<file path="src/rtl/lc_pkg.sv">
package lc_pkg;
  typedef enum logic {
    ST_IDLE = 1'b0,
    ST_COPY = 1'b1
  } lc_state_e;
endpackage

</file>
<file path="src/rtl/lc_pick.sv">
// Lowest-index set bit finder.
module lc_pick #(
  parameter int N  = 8,
  localparam int IW = $clog2(N)
) (
  input  logic [N-1:0]  idle_i,
  output logic          found_o,
  output logic [IW-1:0] idx_o
);
  always_comb begin
    found_o = 1'b0;
    idx_o   = '0;
    for (int k = N - 1; k >= 0; k--) begin
      if (idle_i[k]) begin
        found_o = 1'b1;
        idx_o   = IW'(k);
      end
    end
  end
endmodule

</file>
<file path="src/rtl/lc_copy_ctr.sv">
// Word counter for one image copy.
module lc_copy_ctr #(
  parameter int WORDS = 512,
  localparam int LW = $clog2(WORDS)
) (
  input  logic          clk_i,
  input  logic          rst_ni,
  input  logic          clr_i,
  input  logic          step_i,
  output logic [LW-1:0] cnt_o,
  output logic          last_o
);
  always_ff @(posedge clk_i or negedge rst_ni) begin
    if (!rst_ni)     cnt_o <= '0;
    else if (clr_i)  cnt_o <= '0;
    else if (step_i) cnt_o <= cnt_o + 1'b1;
  end

  assign last_o = (cnt_o == LW'(WORDS - 1));
endmodule

</file>
<file path="src/rtl/lc_core_slot.sv">
// Run flag and parameter register of one core.
module lc_core_slot #(
  parameter int PW = 14
) (
  input  logic          clk_i,
  input  logic          rst_ni,
  input  logic          start_i,
  input  logic          stop_i,
  input  logic          halt_i,
  input  logic [PW-1:0] param_i,
  output logic          run_o,
  output logic [PW-1:0] param_o
);
  always_ff @(posedge clk_i or negedge rst_ni) begin
    if (!rst_ni) begin
      run_o   <= 1'b0;
      param_o <= '0;
    end else if (start_i) begin
      run_o   <= 1'b1;
      param_o <= param_i;
    end else if (stop_i || halt_i) begin
      run_o   <= 1'b0;
    end
  end
endmodule

</file>
<file path="src/rtl/core_launcher.sv">
module core_launcher #(
  parameter int N_CORES   = 8,
  parameter int IMG_WORDS = 512,
  parameter int DW        = 32,
  parameter int AW        = 16,
  parameter int PW        = 14,
  localparam int IW = $clog2(N_CORES),
  localparam int LW = $clog2(IMG_WORDS)
) (
  input  logic                  clk_i,
  input  logic                  rst_ni,
  input  logic                  req_i,
  input  logic                  any_i,
  input  logic [IW-1:0]         core_sel_i,
  input  logic [AW-1:0]         src_addr_i,
  input  logic [PW-1:0]         param_i,
  output logic                  busy_o,
  output logic [IW-1:0]         core_id_o,
  output logic                  fail_o,
  output logic                  mem_req_o,
  output logic [AW-1:0]         mem_addr_o,
  input  logic                  mem_gnt_i,
  input  logic [DW-1:0]         mem_rdata_i,
  output logic [N_CORES-1:0]    cram_we_o,
  output logic [LW-1:0]         cram_addr_o,
  output logic [DW-1:0]         cram_wdata_o,
  output logic [N_CORES-1:0]    core_run_o,
  output logic [N_CORES*PW-1:0] core_param_o,
  input  logic [N_CORES-1:0]    core_halt_i
);
  import lc_pkg::*;

  lc_state_e     state_q;
  logic [AW-1:0] src_q;
  logic [PW-1:0] prm_q;
  logic [IW-1:0] tgt_q;
  logic          fail_q;

  logic          found;
  logic [IW-1:0] pick_idx;
  logic [IW-1:0] tgt_d;
  logic          accept, launch_ok, step, last, finish;
  logic [LW-1:0] cnt;

  lc_pick #(.N(N_CORES)) u_pick (
    .idle_i  (~core_run_o),
    .found_o (found),
    .idx_o   (pick_idx)
  );

  assign accept    = (state_q == ST_IDLE) && req_i;
  assign tgt_d     = any_i ? pick_idx : core_sel_i;
  assign launch_ok = accept && (!any_i || found);
  assign step      = (state_q == ST_COPY) && mem_gnt_i;
  assign finish    = step && last;

  lc_copy_ctr #(.WORDS(IMG_WORDS)) u_ctr (
    .clk_i  (clk_i),
    .rst_ni (rst_ni),
    .clr_i  (launch_ok),
    .step_i (step),
    .cnt_o  (cnt),
    .last_o (last)
  );

  always_ff @(posedge clk_i or negedge rst_ni) begin
    if (!rst_ni) begin
      state_q <= ST_IDLE;
      src_q   <= '0;
      prm_q   <= '0;
      tgt_q   <= '0;
      fail_q  <= 1'b0;
    end else begin
      fail_q <= accept && any_i && !found;
      if (launch_ok) begin
        state_q <= ST_COPY;
        src_q   <= src_addr_i;
        prm_q   <= param_i;
        tgt_q   <= tgt_d;
      end else if (finish) begin
        state_q <= ST_IDLE;
      end
    end
  end

  for (genvar k = 0; k < N_CORES; k++) begin : g_slot
    lc_core_slot #(.PW(PW)) u_slot (
      .clk_i   (clk_i),
      .rst_ni  (rst_ni),
      .start_i (finish && (tgt_q == IW'(k))),
      .stop_i  (launch_ok && (tgt_d == IW'(k))),
      .halt_i  (core_halt_i[k]),
      .param_i (prm_q),
      .run_o   (core_run_o[k]),
      .param_o (core_param_o[k*PW +: PW])
    );
    assign cram_we_o[k] = step && (tgt_q == IW'(k));
  end

  assign busy_o       = (state_q == ST_COPY);
  assign core_id_o    = tgt_q;
  assign fail_o       = fail_q;
  assign mem_req_o    = (state_q == ST_COPY);
  assign mem_addr_o   = src_q + AW'(cnt);
  assign cram_addr_o  = cnt;
  assign cram_wdata_o = mem_rdata_i;
endmodule

</file>
<file path="config.mk">
export PLATFORM = sky130hd
export DESIGN_NAME = core_launcher
export DESIGN_NICKNAME = d
export VERILOG_FILES = /design/src/rtl/lc_pkg.sv /design/src/rtl/lc_pick.sv /design/src/rtl/lc_copy_ctr.sv /design/src/rtl/lc_core_slot.sv /design/src/rtl/core_launcher.sv
export SDC_FILE = /design/constraint.sdc
export NUM_CORES = 1
export LEC_CHECK = 0
export BUFFER_PORTS_ARGS = -buffer_cell sky130_fd_sc_hd__buf_2
export CAP_MARGIN = 20
export CORE_MARGIN = 3
export CORE_UTILIZATION = 45
export CTS_CLUSTER_DIAMETER = 150
export DETAILED_ROUTE_END_ITERATION = 10
export PLACE_DENSITY = 0.89
export SETUP_SLACK_MARGIN = 0.1
export SYNTH_ARGS = -nofsm -noshare
export SYNTH_HDL_FRONTEND = slang
export SYNTH_SLANG_ARGS = --single-unit
export TNS_END_PERCENT = 1
</file>
<file path="constraint.sdc">
create_clock -name clk_i -period 2.38 [get_ports clk_i]
set_input_delay 0.476 -clock clk_i [delete_from_list [all_inputs] [get_ports clk_i]]
set_output_delay 0.476 -clock clk_i [all_outputs]
set_load 0.005 [all_outputs]
</file>
==> results of run 1 <==
## worst reg2reg max path, delay by kind of cell, from the launching register on
family | cells | cell delay, ps
muxes | 1 | 370
buffers and inverters | 2 | 230
DFF | 1 | 350
and+or+nand+nor | 4 | 920
adders and majority gates | 2 | 330
## worst paths after layout
kind	startpoint	to	depth (start not counted)	slack, ps
worst max-delay path	src_q[0]	mem_addr_o[12]	9	-370
worst min-delay path	rst_ni	g_slot[2].u_slot.param_o[13]	1	30
worst max register to register	u_ctr.cnt_o[0]	g_slot[0].u_slot.param_o[5]	9	90
worst min register to register	g_slot[2].u_slot.param_o[13]	g_slot[2].u_slot.param_o[13]	1	480
max in group asynchronous	rst_ni	g_slot[5].u_slot.param_o[2]	2	1650
min in group clk_i	param_i[4]	prm_q[4]	3	240
## synthesized netlist by cell type, drive strengths merged (2+ instances only)
cell / count / area share
o211ai: 3 / 0.0030
mux2: 112 / 0.17
ha: 11 / 0.019
inv: 18 / 0.0091
a31oi: 5 / 0.0062
nand4: 7 / 0.0059
nor2b: 2 / 0.0017
or3: 3 / 0.0025
dfrtp: 164 / 0.55
xor2: 10 / 0.012
a31o: 3 / 0.0035
nor4: 3 / 0.0046
nand3: 5 / 0.0034
nand2: 114 / 0.059
nor3: 3 / 0.0020
a21oi: 22 / 0.015
or4: 2 / 0.0025
nand2b: 4 / 0.0034
a21o: 3 / 0.0030
o21a: 2 / 0.0020
clkbuf: 3 / 0.0017
nor2: 25 / 0.017
o21ai: 11 / 0.0074
buf: 59 / 0.059
o31ai: 2 / 0.0020
a211oi: 2 / 0.0020
xnor2: 6 / 0.0071
## registers in the layout (all words and copies together), names as in the netlist
name,count
g_slot.u_slot.param_o,112
busy_o,1
g_slot.u_slot.run_o,8
fail_o,1
core_id_o,3
src_q,16
u_ctr.cnt_o,9
prm_q,14
## layout by cell type (no fill, tap or decap), types with 6 or more instances in the layout
master / n
buf_12: 7
buf_4: 34
nand2_1: 111
mux2_4: 14
a21oi_1: 19
dfrtp_1: 164
nand4_1: 7
clkbuf_16: 17
mux2_2: 96
ha_1: 6
buf_2: 203
xor2_1: 10
o21ai_0: 7
nor2_1: 18
inv_1: 16
## stage by stage
| stage | TNS, ps | std cells |
|---|---|---|
| floorplan | 0 | 619 |
| global placement | -62.3 | 1018 |
| detailed placement | -484 | 1018 |
| CTS | -3030 | 1051 |
| global route | -4650 | 1052 |
| finish | -3140 | 1052 |
## kinds of logic after synthesis
family          share of synthesized area
flops                               0.553
mux                                 0.176
compound gates                     0.0509
fa+ha+maj                          0.0212
buf+inv                            0.0701
xor+xnor                           0.0189
simple gates                        0.110
## power groups by stage
stage                     combinational (W)  clock (W)  sequential, W
after floorplan                    0.000762          0        0.00330
after global placement              0.00132          0        0.00341
after detailed placement            0.00136          0        0.00343
after CTS                           0.00148    0.00264        0.00339
after global routing                0.00166    0.00276        0.00345
final                               0.00149    0.00259        0.00340
## per-layer routing
metal / GRT usage / vias up
li1: - / 2477
met1: 0.276 / 2710
met2: 0.362 / 161
met3: 0.0480 / 32
met4: 0.0775 / 2
met5: 0 / -
## area by class of cell
type / count / area share
diodes: 1 / 0.000266
clock buffers: 18 / 0.0457
inverters: 18 / 0.00719
multi-input cells: 375 / 0.314
repair buffers: 247 / 0.154
flip-flops and latches: 164 / 0.437
clock inverters: 13 / 0.0132
well taps: 216 / 0.0288
## timing repair
action | 4_1_cts | 5_1_grt
buffers inserted | 2 | 0
pin swaps | 10 | 1
setup endpoints to repair | 79 | 53
resized for setup | 26 | 3
==> reports/metrics.cfg, run 1 <==
[synthesis]
syn_inst=619
syn_nets=709
async_reset_ff_frac=1.00
synth_area_sq_um=7420
ys_types=58
yosysWarnings=0
ys_ff_latch=164
synth_area_per_cell_sq_um=12.0
ys_seq_area_frac=0.553
synth_edf_count=0
ys_dominant_reg_cell=dfrtp_1

[layout]
drive_above_1_share=0.505
multi_input_area_sq_um=2950
final_util=0.587
area_growth_pct=26.6
fillers=1327
fin_nets=913
final_cell_area_sq_um=9400
regArea_sq_um=4100

[power_and_ir_drop]
p_comb_frac=0.200
p_total_w=0.00749
power_leakage_nw=5.20
p_clk_frac=0.346
p_seq_frac=0.454
swShare=0.305
ir_drop_uv=464
p_int_w=0.00520
power_density_nw_per_um2=797
netSwitchingPower_w=0.00229

[route]
route.met3.wl_um=1060
wl_met1_um=8200
avgRoutedWirePerCell_um=18.5
highest_layer=met5
viasPerCell=5.12
num_vias=5382
drc=0
dr_wl_met2_um=9740
drt-initial-drc-count=301
drt-pass1-iter-count=5
postRouteAntennaNets=0
routed_wl_um=19400

[clock_network]
cts_tree=done
postCtsHoldBufs=0
cts_buffer_depth=2
clkTransAtPathRegs_ps=70
clkLatencyLatePin_ps=420
clock_sinks=164
cts_buffers=17
htreeDepth=4
root_buffer=clkbuf_16

[global_routing]
grt_pass1_wl_um=30100
antenna_found_initial=2
grt_pass1_vias=5601
overflow=0
grtUsageTotal=0.216
grt_max_degree=63

[run_status]
status=finished with violations
violations=setup timing

[setup_path]
required_ps=1900
crit_path_max_incr_delay_ps=350
path_max_fanout=2
path_cells=ha_2 -> inv_2 -> fa_2 -> nand2b_4 -> a21oi_4 -> o2111ai_1 -> a21oi_2 -> xor2_1 -> buf_2
critPathBufInv=2
cpMaxStageDelayCell=dfrtp_1
critPathTopFamily=adder cells
worst_ep_arrival_time_ps=2280
cp-end-kind=output port
crit_path_start_kind=flop
path_class=flop to output port

[timing]
hold_viol_final=0
drv_slew=0
rsz0062_at_grt=yes
fin_crit_ps=2750
finalClockSkew_ps=13.7
fin_crit_sh=1.16
whs_ps=30.6
max_freq_ghz=0.363
tightest_slew_ps=589
layout_setup_ws_ps=-372
slew_headroom=0.608
finalSetupViolCount=10

[placed_design]
routabilityCongestion=0.852
dpl_worst_slack_ps=-75.3
dpl_cell_area_sq_um=8680
io_buffers=204
hpwl_um=13900

[die]
die_w_um=134
num_rows=46
dieArea_sq_um=18100
ios=269
die_y_um=134
initial_core_util=0.464
coreArea_sq_um=16000

[hold_path]
hold_class=input port to asynchronous set/reset pin

[flow_run]
cap_violations=0

Power figures use the tool's default switching activity.
==> run 2, diff against run 1 <==
--- a/config.mk
+++ b/config.mk
@@ -7,11 +7,13 @@
 export LEC_CHECK = 0
 export BUFFER_PORTS_ARGS = -buffer_cell sky130_fd_sc_hd__buf_2
 export CAP_MARGIN = 20
+export CELL_PAD_IN_SITES_DETAIL_PLACEMENT = 0
+export CELL_PAD_IN_SITES_GLOBAL_PLACEMENT = 2
 export CORE_MARGIN = 3
-export CORE_UTILIZATION = 45
+export CORE_UTILIZATION = 28
 export CTS_CLUSTER_DIAMETER = 150
 export DETAILED_ROUTE_END_ITERATION = 10
-export PLACE_DENSITY = 0.89
+export PLACE_DENSITY = 0.88
 export SETUP_SLACK_MARGIN = 0.1
 export SYNTH_ARGS = -nofsm -noshare
 export SYNTH_HDL_FRONTEND = slang
==> run 2 against run 1 <==
The run still ends with setup timing left. Sequential share of layout area fell by 1.4 points. Largest power group unchanged. Worst setup slack lost 32 ps. Via count down 0.30%. Final cell count up 11%. First-iteration DRC count down 21%. Sequential power barely moved. Sequential cell count stayed put. Highest routed layer is now met4. Hold slack lost 14 ps. Final area up 3.3%. Non-clock buffer count grew 1. Global-route usage decreased by 6.1 points.
==> reports/metrics.cfg, run 2 (synthesized netlist as in run 1, its figures left out) <==
[run_status]
status=finished with violations
violations=setup timing

[layout]
regMostFlops=g_slot.u_slot.param_o
regArea_sq_um=4110
area_growth_pct=30.8
fin_nets=914
multi_input_area_sq_um=3030
fillers=2541
antenna_cells=0
largest_reg_flops=112
drive_above_1_share=0.520
reg_top3=g_slot.u_slot.param_o: 112 flops, src_q: 16 flops, prm_q: 14 flops
final_cell_mix=buf_2, dfrtp_1, nand2_1
layout_commonest_cell=buf_2

[timing]
fin_crit_ps=2780
layout_setup_ws_ps=-404
tightest_slew_ps=572
drv_slew=0
rsz0062_at_grt=yes
tns_ps=-3560
max_freq_ghz=0.359
hold_viol_final=0
slew_headroom=0.617
finalClockSkew_ps=13.1
fin_crit_sh=1.17
finalSetupViolCount=11

[global_routing]
antenna_found_initial=0
grt_pass1_wl_um=33900
overflow=0
grt_max_degree=55
grtUsageTotal=0.155
grt_pass1_vias=5584

[route]
avgRoutedWirePerCell_um=18.8
drc=0
postRouteAntennaNets=0
viasPerCell=4.60
routed_wl_um=21900
drt-pass1-iter-count=4
drt-initial-drc-count=239
num_vias=5366

[setup_path]
cpMostUsedCell=nand2b_4
worst_ep_arrival_time_ps=2310
required_ps=1900
critPathTopFamily=adder cells
path_cells=ha_2 -> inv_2 -> fa_2 -> nand2b_4 -> a21oi_4 -> buf_6 -> nand2b_4 -> a31oi_2 -> xnor2_1 -> buf_2
path_max_fanout=2
cp-end-kind=output port
critPathBufInv=3
reg2reg_from=u_ctr.cnt_o[0]
cp-startpoint=src_q[0]
path_class=flop to output port
crit_path_start_kind=flop
cpMaxStageDelayCell=dfrtp_1
crit_path_max_incr_delay_ps=360

[clock_network]
root_buffer=clkbuf_16
htreeDepth=4
clkTransAtPathRegs_ps=70
cts_tree=done
clock_sinks=164
cts_buffers=17
clkLatencyLatePin_ps=430
cts_buffer_depth=2

[die]
die_y_um=169
ios=269
initial_core_util=0.290
coreArea_sq_um=25600
die_w_um=169
dieArea_sq_um=28500
num_rows=58

[power_and_ir_drop]
power_density_nw_per_um2=798
p_total_w=0.00775
ir_drop_uv=409
power_leakage_nw=5.23

[placed_design]
routabilityCongestion=0.793
hpwl_um=15500
io_buffers=204

[hold_path]
hold_class=input port to asynchronous set/reset pin

[flow_run]
cap_violations=0

==> run 2: where the power goes <==
| part | internal (W) | switching (W) |
|---|---|---|
| logic | 0.000789 | 0.000804 |
| registers | 0.00301 | 0.000410 |
| clock network | 0.00153 | 0.00121 |
==> run 2: metal layers <==
metal / track usage / part of all wire
met4: 0.0377 / 0.0090
met1: 0.199 / 0.44
met2: 0.256 / 0.49
met3: 0.0481 / 0.060
met5: 0 / 0
==> run 2: cell type report <==
cell class                      count  share of cell area
Multi-Input combinational cell    375               0.312
Tap cell                          330              0.0425
Clock buffer                       19              0.0466
Inverter                           18             0.00696
Clock inverter                     13              0.0144
Sequential cell                   164               0.423
Timing Repair Buffer              248               0.155
==> run 2: final timing paths <==
path	to	slack, ps	cells past startpoint
worst max-delay path	mem_addr_o[8]	-400	10
worst min-delay path	g_slot[5].u_slot.param_o[1]	20	1
worst max register to register	g_slot[0].u_slot.param_o[9]	50	10
worst min register to register	src_q[8]	480	2
max in group asynchronous	core_id_o[2]	1650	2
min in group clk_i	src_q[6]	230	3
==> run 2: through the flow <==
step	hold slack (ps)	cell area, sq um	std cells	worst slack [ps]	utilization
4_1_cts	22.6	9570	1164	-438	0.374
6_report	16.9	9710	1167	-404	0.379
2_1_floorplan	180	7440	619	41.4	-
3_3_place_gp	464	8850	1131	-109	0.346
3_5_place_dp	469	8850	1131	-124	0.346
5_1_grt	32.0	9710	1167	-538	0.379
==> run 2: what timing repair did <==
item                                    in CTS  in global routing
gates cloned                                 0                  0
endpoints found under the setup margin      84                 95
pin swaps                                   12                  8
gates resized for setup                     22                 26
hold buffers                                 0                  0
setup buffers                                1                  3
